==> src/rtl/ehr_pkg.sv <==
package ehr_pkg;
   localparam int DW     = 8;
   localparam int N_CHAR = 4;

   typedef enum logic [2:0] {
      SEL_NONE,
      SEL_IER,
      SEL_ISR,
      SEL_MCR,
      SEL_SCR,
      SEL_EFR
   } sel_e;

   typedef struct packed {
      logic              ier;
      logic              fcr;
      logic              mcr;
      logic              scr;
      logic              efr;
      logic [N_CHAR-1:0] chr;
   } wr_t;
endpackage

==> src/rtl/ehr_reg.sv <==
module ehr_reg #(
   parameter int           W    = 8,
   parameter logic [W-1:0] PROT = '0
) (
   input  logic         clk,
   input  logic         rst_n,
   input  logic         we,
   input  logic         unlock,
   input  logic [W-1:0] wd,
   output logic [W-1:0] q
);
   always_ff @(posedge clk) begin
      if (!rst_n)
         q <= '0;
      else if (we)
         q <= unlock ? wd : ((wd & ~PROT) | (q & PROT));
   end

   generate
      if (PROT != '0) begin : g_prot_chk
         p_prot_hold_r4: assert property (@(posedge clk) disable iff (!rst_n)
            !unlock |=> ((q & PROT) == ($past(q) & PROT)))
            else $error("protected field changed while locked");
         p_full_write_r5: assert property (@(posedge clk) disable iff (!rst_n)
            (we && unlock) |=> (q == $past(wd)))
            else $error("unlocked write not taken");
      end
   endgenerate

   p_open_write_r6: assert property (@(posedge clk) disable iff (!rst_n)
      we |=> ((q & ~PROT) == ($past(wd) & ~PROT)))
      else $error("unprotected field write lost");
endmodule

==> src/rtl/ehr_decode.sv <==
module ehr_decode
   import ehr_pkg::*;
#(
   parameter int         ADDR_W  = 3,
   parameter logic [7:0] MAGIC   = 8'hBF,
   parameter int         A_IER   = 1,
   parameter int         A_ISR   = 2,
   parameter int         A_MCR   = 4,
   parameter int         A_SCR   = 7,
   parameter int         A_EFR   = 2,
   parameter int         A_CHAR0 = 4
) (
   input  logic [ADDR_W-1:0] addr,
   input  logic [7:0]        lcr,
   input  logic              wr_en,
   output sel_e              sel,
   output logic [N_CHAR-1:0] chr_hit,
   output wr_t               wr
);
   logic key;

   always_comb begin
      key     = (lcr == MAGIC);
      sel     = SEL_NONE;
      chr_hit = '0;
      if (key) begin
         if (addr == ADDR_W'(A_EFR)) sel = SEL_EFR;
         for (int k = 0; k < N_CHAR; k++)
            chr_hit[k] = (addr == ADDR_W'(A_CHAR0 + k));
      end else begin
         if (addr == ADDR_W'(A_IER))      sel = SEL_IER;
         else if (addr == ADDR_W'(A_ISR)) sel = SEL_ISR;
         else if (addr == ADDR_W'(A_MCR)) sel = SEL_MCR;
         else if (addr == ADDR_W'(A_SCR)) sel = SEL_SCR;
      end
      wr.ier = wr_en && (sel == SEL_IER);
      wr.fcr = wr_en && (sel == SEL_ISR);
      wr.mcr = wr_en && (sel == SEL_MCR);
      wr.scr = wr_en && (sel == SEL_SCR);
      wr.efr = wr_en && (sel == SEL_EFR);
      wr.chr = wr_en ? chr_hit : '0;
   end
endmodule

==> src/rtl/ehr_bank.sv <==
module ehr_bank
   import ehr_pkg::*;
#(
   parameter int         ADDR_W  = 3,
   parameter logic [7:0] MAGIC   = 8'hBF,
   parameter int         A_IER   = 1,
   parameter int         A_ISR   = 2,
   parameter int         A_MCR   = 4,
   parameter int         A_SCR   = 7,
   parameter int         A_EFR   = 2,
   parameter int         A_CHAR0 = 4,
   parameter int         UNLOCK_BIT = 4
) (
   input  logic              clk,
   input  logic              rst_n,
   input  logic [ADDR_W-1:0] addr_i,
   input  logic [7:0]        wdata_i,
   input  logic              wr_en_i,
   input  logic              rd_en_i,
   input  logic [7:0]        lcr_i,
   input  logic [5:0]        irq_id_i,
   output logic [7:0]        rdata_o,
   output logic [7:0]        efr_o,
   output logic [1:0]        tx_flow_o,
   output logic [1:0]        rx_flow_o,
   output logic              enh_unlock_o,
   output logic              spec_det_en_o,
   output logic [7:0]        xon1_o,
   output logic [7:0]        xon2_o,
   output logic [7:0]        xoff1_o,
   output logic [7:0]        xoff2_o,
   output logic [7:0]        ier_o,
   output logic [7:0]        fcr_o,
   output logic [7:0]        mcr_o,
   output logic [5:0]        int_id_o
);
   localparam int          N_ADDR    = 2 ** ADDR_W;
   localparam logic [7:0]  IER_PROT  = 8'hF0;
   localparam logic [7:0]  FCR_PROT  = 8'h30;
   localparam logic [7:0]  MCR_PROT  = 8'hE0;

   initial begin
      chk_addr_w: assert (ADDR_W >= 3);
      chk_chars:  assert (A_CHAR0 + N_CHAR <= N_ADDR);
      chk_efr:    assert (A_EFR < A_CHAR0);
      chk_bit:    assert (UNLOCK_BIT < DW);
   end

   sel_e              sel;
   logic [N_CHAR-1:0] chr_hit;
   wr_t               wr;
   logic              unlock;
   logic [7:0]        scr_q;
   logic [1:0]        isr_hi_q;
   logic [7:0]        chr_q [N_CHAR];
   logic [7:0]        chr_rd;

   ehr_decode #(
      .ADDR_W(ADDR_W), .MAGIC(MAGIC), .A_IER(A_IER), .A_ISR(A_ISR),
      .A_MCR(A_MCR), .A_SCR(A_SCR), .A_EFR(A_EFR), .A_CHAR0(A_CHAR0)
   ) dec_i (
      .addr(addr_i), .lcr(lcr_i), .wr_en(wr_en_i),
      .sel(sel), .chr_hit(chr_hit), .wr(wr)
   );

   assign unlock = efr_o[UNLOCK_BIT];

   ehr_reg #(.W(8), .PROT('0)) efr_i (
      .clk(clk), .rst_n(rst_n), .we(wr.efr), .unlock(1'b1),
      .wd(wdata_i), .q(efr_o));
   ehr_reg #(.W(8), .PROT(IER_PROT)) ier_i (
      .clk(clk), .rst_n(rst_n), .we(wr.ier), .unlock(unlock),
      .wd(wdata_i), .q(ier_o));
   ehr_reg #(.W(8), .PROT(FCR_PROT)) fcr_i (
      .clk(clk), .rst_n(rst_n), .we(wr.fcr), .unlock(unlock),
      .wd(wdata_i), .q(fcr_o));
   ehr_reg #(.W(8), .PROT(MCR_PROT)) mcr_i (
      .clk(clk), .rst_n(rst_n), .we(wr.mcr), .unlock(unlock),
      .wd(wdata_i), .q(mcr_o));
   ehr_reg #(.W(8), .PROT('0)) scr_i (
      .clk(clk), .rst_n(rst_n), .we(wr.scr), .unlock(1'b1),
      .wd(wdata_i), .q(scr_q));

   generate
      for (genvar g = 0; g < N_CHAR; g++) begin : g_chr
         ehr_reg #(.W(8), .PROT('0)) chr_i (
            .clk(clk), .rst_n(rst_n), .we(wr.chr[g]), .unlock(1'b1),
            .wd(wdata_i), .q(chr_q[g]));
      end
   endgenerate

   always_ff @(posedge clk) begin
      if (!rst_n)
         isr_hi_q <= '0;
      else if (unlock)
         isr_hi_q <= irq_id_i[5:4];
   end

   assign int_id_o      = {isr_hi_q, irq_id_i[3:0]};
   assign xon1_o        = chr_q[0];
   assign xon2_o        = chr_q[1];
   assign xoff1_o       = chr_q[2];
   assign xoff2_o       = chr_q[3];
   assign tx_flow_o     = efr_o[3:2];
   assign rx_flow_o     = efr_o[1:0];
   assign enh_unlock_o  = unlock;
   assign spec_det_en_o = efr_o[5];

   always_comb begin
      chr_rd = '0;
      for (int k = 0; k < N_CHAR; k++)
         if (chr_hit[k]) chr_rd = chr_q[k];
   end

   always_comb begin
      rdata_o = '0;
      if (rd_en_i) begin
         unique case (sel)
            SEL_IER:  rdata_o = ier_o;
            SEL_ISR:  rdata_o = {2'b00, int_id_o};
            SEL_MCR:  rdata_o = mcr_o;
            SEL_SCR:  rdata_o = scr_q;
            SEL_EFR:  rdata_o = efr_o;
            default:  rdata_o = chr_rd;
         endcase
      end
   end

   p_hidden_bank_r3: assert property (@(posedge clk) disable iff (!rst_n)
      (lcr_i != MAGIC) |=> ($stable(efr_o) && $stable(xon1_o) && $stable(xon2_o)
                            && $stable(xoff1_o) && $stable(xoff2_o)))
      else $error("key-only register changed outside key mode");
   p_normal_hidden_r2: assert property (@(posedge clk) disable iff (!rst_n)
      (lcr_i == MAGIC) |=> ($stable(ier_o) && $stable(fcr_o) && $stable(mcr_o)))
      else $error("normal register changed in key mode");
   p_isr_hold_r7: assert property (@(posedge clk) disable iff (!rst_n)
      !enh_unlock_o |=> $stable(int_id_o[5:4]))
      else $error("interrupt upper field moved while locked");
   p_rd_quiet_r10: assert property (@(posedge clk) disable iff (!rst_n)
      !rd_en_i |-> (rdata_o == 8'h00))
      else $error("read data without read strobe");
endmodule

==> config.mk <==
export PLATFORM = sky130hd
export DESIGN_NAME = ehr_bank
export DESIGN_NICKNAME = d
export VERILOG_FILES = /design/src/rtl/ehr_pkg.sv /design/src/rtl/ehr_reg.sv /design/src/rtl/ehr_decode.sv /design/src/rtl/ehr_bank.sv
export SDC_FILE = /design/constraint.sdc
export NUM_CORES = 1
export LEC_CHECK = 0
export ABC_CLOCK_PERIOD_IN_PS = 3650
export BUFFER_PORTS_ARGS = -buffer_cell sky130_fd_sc_hd__clkbuf_2
export CAP_MARGIN = 15
export CORE_ASPECT_RATIO = 0.8
export CORE_MARGIN = 5
export CORE_UTILIZATION = 56
export CTS_CLUSTER_SIZE = 30
export DETAILED_ROUTE_END_ITERATION = 6
export PLACE_DENSITY = 0.92
export RECOVER_POWER = 50
export SETUP_SLACK_MARGIN = 0.3
export SLEW_MARGIN = 30
export SYNTH_ARGS = -nofsm -noshare
export SYNTH_HDL_FRONTEND = slang
export SYNTH_SLANG_ARGS = --single-unit
export TNS_END_PERCENT = 1
==> constraint.sdc <==
create_clock -name clk -period 3.65 [get_ports clk]
set_input_delay 0.365 -clock clk [delete_from_list [all_inputs] [get_ports clk]]
set_output_delay 0.365 -clock clk [all_outputs]
set_load 0.02 [all_outputs]
# After elaboration in Yosys (flattened, before gate mapping)
# Cells that the tools add are included.
dict set report word_totals {
  reg_bits 74
  inputBits 29
  out_inout_bits 84
}
dict set report op_classes {
  eq_ne 12
  n_mux 17
  bitwise 3
  reduce_logical 5
}
# operator n
set ops {}
lappend ops {{2-to-1 mux 8 bit} 8}
lappend ops {{case mux 8 bit (5 select lines)} 1}
lappend ops {{equality test 3 bit, second input constant} 6}
lappend ops {{2-to-1 mux 3 bit} 6}
lappend ops {{equality test 3 x 2 -> 1 bit, second input constant} 3}
lappend ops {{equality test 8 bit, second input constant} 1}
lappend ops {{2-to-1 mux 4 bit} 2}
lappend ops {{bitwise OR 4 x 8 -> 8 bit} 1}
lappend ops {{bitwise OR 5 x 8 -> 8 bit} 1}
lappend ops {{bitwise OR 8 x 6 -> 8 bit} 1}
lappend ops {{equality test 3 x 1 -> 1 bit, second input constant} 2}
lappend ops {{logical AND 1 bit} 5}

# Logic depth before layout (Yosys ltp)
dict set report logic_depth {
  depth_word 9
  mapped_depth 7
  depth_no_buf 5
}

# Cells and area by module
# Synthesis repeated with hierarchy kept, for this count alone.
dict set report hier_totals {
  hier_cells 401
  hier_area_um2 3990.1
}
# module instances cells_per_inst area_each_um2 seq_area_each_um2
set modules_own_cells {}
lappend modules_own_cells {{ehr_reg (efr_i ...)} 6 25 301.5 160.2}
lappend modules_own_cells {ehr_bank 1 124 972.2 40.0}
lappend modules_own_cells {{ehr_reg (ier_i)} 1 31 325.3 160.2}
lappend modules_own_cells {{ehr_reg (fcr_i)} 1 29 316.6 160.2}
lappend modules_own_cells {{ehr_reg (mcr_i)} 1 30 315.3 160.2}
lappend modules_own_cells {ehr_decode 1 37 251.5 0.0}

# Worst setup path after synthesis
# Ideal clock, no wire load.
dict set report synth_path {
  kind {input to output}
  start {input port lcr_i[6]}
  end {output port rdata_o[7]}
  t_arrival_ps 1805
  t_required_ps 3285
  slack_ps 1480
  cell_stages 7
  n_path_buf 2
  cell_sequence {nand4b_4 > or2_4 > clkbuf_1 > clkbuf_1 > o221ai_1 > nand2_1 > a31oi_1}
}
dict set report synth_via {
  elab_chain_cells 8
}
# item line_no
set synth_lines {}
lappend synth_lines {{start, declared} ehr_bank.sv:20} ;# input logic [7:0] lcr_i,
lappend synth_lines {{equality test 8 bit *} ehr_decode.sv:23} ;# key = (lcr == MAGIC);
lappend synth_lines {{2-to-1 mux 4 bit} ehr_decode.sv:26} ;# if (key) begin
lappend synth_lines {{2-to-1 mux 8 bit (4 in series)} ehr_bank.sv:112} ;# if (chr_hit[k]) chr_rd = chr_q[k];
lappend synth_lines {{case mux 8 bit (5 select lines) *} ehr_bank.sv:118} ;# unique case (sel)
lappend synth_lines {{2-to-1 mux 8 bit *} ehr_bank.sv:117} ;# if (rd_en_i) begin
lappend synth_lines {{end, declared} ehr_bank.sv:22} ;# output logic [7:0] rdata_o,
# Mark *: on every way between the ends. The rest lies on a longest branch, timed or not.

# Worst setup path after layout
dict set report layout_path {
  start {input port addr_i[1]}
  end {output port rdata_o[4]}
}
dict set report layout_via {
  elab_chain_cells 9
}
# item line_no
set layout_lines {}
lappend layout_lines {{start, declared} ehr_bank.sv:16} ;# input logic [ADDR_W-1:0] addr_i,
lappend layout_lines {{equality test 3 bit} {ehr_decode.sv:29, ehr_decode.sv:34}}
lappend layout_lines {{2-to-1 mux 3 bit} ehr_decode.sv:34} ;# else if (addr == ADDR_W'(A_SCR)) sel = SEL_SCR;
lappend layout_lines {{2-to-1 mux 3 bit} ehr_decode.sv:33} ;# else if (addr == ADDR_W'(A_MCR)) sel = SEL_MCR;
lappend layout_lines {{2-to-1 mux 3 bit} ehr_decode.sv:32} ;# else if (addr == ADDR_W'(A_ISR)) sel = SEL_ISR;
lappend layout_lines {{2-to-1 mux 3 bit} ehr_decode.sv:31} ;# if (addr == ADDR_W'(A_IER)) sel = SEL_IER;
lappend layout_lines {{2-to-1 mux 3 bit} ehr_decode.sv:26}
lappend layout_lines {{equality test 3 bit (tied with other cells)} ehr_bank.sv:118}
lappend layout_lines {{case mux 8 bit (5 select lines) *} ehr_bank.sv:118}
lappend layout_lines {{2-to-1 mux 8 bit *} ehr_bank.sv:117}
# Marked as above.

==> key figures <==
Status
  – Outcome: finished, final reports clean

Power and ir drop
  – Peak VDD IR: 0.0002526 V
  – Internal: 1.223 mW
  – PD cells: around 380 nW/µm²
  – Switching Share: 0.2579
  – Logic pwr share: 0.108
  – Clock network power share: 0.397
  – Pwr Total: approximately 1.6 mW
  – Net load switching power: 425.0 µW
  – Sequential power share: 0.495
  – LEAKAGE: 1.720 nW

STA
  – Min Tclk post-route: 2.989 ns
  – Final cycle utilization of the critical path: 0.8189
  – Max Slew Vio Count: 0
  – Worst Tran Pin Value: 0.7226 ns
  – Hold Violations, Final: 0
  – Fmax achieved: ~330 MHz
  – Hold Slack: 0.2863 ns
  – Total negative slack: 0 ns
  – Max-slew headroom: 0.5147
  – Final setup margin: 0.6610 ns
  – Unrepaired setup endpoints after global routing: false
  – Setup violators final: 0
  – Setup Skew: between 0.003 and 0.004 ns

Yosys
  – Mean post-synth cell area: ~9 µm²
  – Synth Cell Area: 3730 µm²
  – Synth Flop Type: dfxtp_1
  – XOR/XNOR share of the synthesized area: 0
  – Synth area leaders: dfxtp_1 40%, mux2i_1 16%, nor2b_1 11%
  – Most common cell in the netlist: dfxtp_1
  – Largest family of logic cells by synthesized area: simple AND/OR/NAND/NOR gates
  – Register bit count reported by yosys: between 70 and 80
  – Synth top area share: 0.3972
  – YS warnings: 0
  – Unique masters post-synth: 37
  – Synth Area in Adders: 0
  – Synth top cells by count: 74 x dfxtp_1, 64 x nor2b_1, 61 x mux2i_1
  – Cells after Synth: around 420
  – Simple-gate share of the synthesized area: 0.2365
  – Sequential fraction of the synthesis area: 0.3972
  – Mux share of post-synthesis cell area: 0.1667
  – Syn_nets: 445
  – Post-synth EDFFs: 0
  – Synth Area in Compound Gates: 0.1392
  – Largest area contributor in the synthesized netlist: dfxtp_1
  – Asr flop ratio synth: 0

GRT
  – First-pass GRT wire length: 17.78 mm
  – GRT Util Overall: 0.2697
  – Grt met2 use: 0.4133
  – Global route overflow: 0
  – Met1 global-route usage: 0.3496
  – Met3 usage: 0.1022
  – Number of global-route vias before repair: between 3000 and 4000
  – GRT Max-Usage Layer: met2
  – Largest net degree at the start of global routing: 79
  – Initial antenna violation count: 0

Layout
  – Area grow syn2layout: 15.23%
  – Number of inserted diodes: 0
  – Layout cells sized above 1: 0.1185
  – Area occupied by multi-input gates: 2023 µm²
  – Fillers: between 500 and 600
  – Reg area: 1481 µm²
  – Fin nets: 522

Worst setup path
  – Max incr delay on CP: 0.49 ns
  – CP Data Arrival Time: 2.62 ns
  – Setup crit start kind: input port
  – Cell family with most CP delay: compound AO/OA/AOI/OAI gates
  – Worst path depth: 7
  – WS Path Type: input port to output port
  – Buf/Inv on CP: 2
  – Worst-path fanout max: 32
  – Slowest-stage cell, CP: o21ai_1
  – Setup crit end kind: output port
  – Worst-path cell chain: clkbuf_2, nand2b_1, and3_1, o21ai_1, o221ai_1, a31oi_1, clkbuf_2
  – Critical Path RT: about 3.3 ns
  – Worst Reg-to-Reg Cells: 3
  – Most common cell on crit path: clkbuf_2

Routing
  – Drt wl/cell: 19.88 µm
  – Pre-antenna DRT Iters: 6
  – Drc violations: 0
  – Routed vias: about 3600
  – Detailed Route WL: about 12 mm
  – Vias per cell: 6.177
  – Initial DRC count: 451
  – Antenna-violating nets left: 0

Clock network
  – Insertion delay to the later sink of the worst-skew pair: 0.35 ns
  – Clock Root Buffer: clkbuf_8
  – Resized Gates After CTS: 0
  – CTS Hold Buffers Added: 0
  – Clock Path Buffers: 2
  – Clock sink count: 74
  – CTS tree: yes
  – Clock-pin slew on the worst setup and hold paths: 0.07 ns
  – Postcts setup bufs: 0
  – CTS Buf Count: 9
  – H-tree Lvls: 3

Min path
  – Worst hold stages: 3
  – HP Class: input port to register

Floorplan
  – IO Pins: 113
  – Placement Rows: 26
  – DIE WIDTH: 101.2 µm
  – Core area: 6441 µm²
  – DIE HEIGHT: 83.00 µm
  – Starting Density: 0.5791
  – Die ar.: around 8400 µm²

Placement
  – RD Place Congestion: around 0.94
  – Placed wire-length estimate: between 8 and 9 mm
  – Input/output buffers: 112
  – Pre-CTS setup slack: 0.7722 ns

Flow run
  – MaxCap Viol Count: 0
==> through the flow <==
stage	util	cells	area [µm²]
finish	0.6672	582	4298
global route	0.6672	582	4298
detailed placement	0.6502	566	4188
CTS	0.6820	582	4393
floorplan	-	416	3730
global placement	0.6498	566	4185
==> layout by cell type (no fill, tap or decap), types with 2 or more instances in the layout <==
cell	count
clkbuf_8	11
nor2_1	16
nand4_1	5
o221ai_1	7
o21ai_0	20
or3_1	2
and3_1	8
dfxtp_1	74
o41ai_1	2
nor2b_1	64
clkbuf_2	35
nand2_1	36
a221oi_1	12
mux2i_1	61
clkinvlp_4	2
clkbuf_1	77
o2111ai_1	6
a31oi_1	11
nor3_1	4
a21boi_0	8
inv_1	2
nand3_1	11
a21oi_1	4
nand2b_1	2
==> cells by family (layout without fill, tap and decap cells) <==
family,count (synthesis),count (layout)
AOI/OAI and AO/OA,74,74
buffers and inverters,49,131
DFF,74,74
muxes,62,62
and+or+nand+nor,157,157
==> cell type report <==
type / instances / area share
Inverter: 2 / 0.001747
Clock buffer: 12 / 0.03610
Multi-Input combinational cell: 293 / 0.4707
Sequential cell: 74 / 0.3447
Clock inverter: 4 / 0.01164
Tap cell: 84 / 0.02445
Timing Repair Buffer: 113 / 0.1106
==> power groups by stage <==
stage	clock (mW)	combinational, mW	sequential (mW)
detailed placement	0	0.173	0.835
global route	0.702	0.188	0.816
floorplan	0	0.115	0.838
CTS	0.662	0.174	0.816
global placement	0	0.168	0.834
finish	0.654	0.178	0.816
==> path summary, 6_finish.rpt <==
kind,startpoint,endpoint,slack [ns]
max,addr_i[1],rdata_o[4],0.66
min,irq_id_i[4],isr_hi_q[0],0.29
min reg2reg,fcr_i.q[5],fcr_i.q[5],0.48
max reg2reg,efr_i.q[4],ier_i.q[4],2.24
==> flip-flops by register name, summed over array words and instances (netlist names) <==
name and count:
efr_i.q 8, fcr_i.q 8, g_chr.chr_i.q 32, ier_i.q 8, isr_hi_q 2, mcr_i.q 8
scr_i.q 8
==> layer usage <==
metal  part of all wire  routed length, µm
met2               0.44               5103
met1               0.40               4663
met3               0.13               1509
met5                  0                  0
met4              0.026                297
==> worst reg2reg max path, cell delays in order (launching register included) <==
cell     delay (ns)
dfxtp_1        0.63
nand3_1        0.35
mux2i_1        0.26
nor2b_1        0.06
No activity file was read; power rests on OpenSTA's default activity.
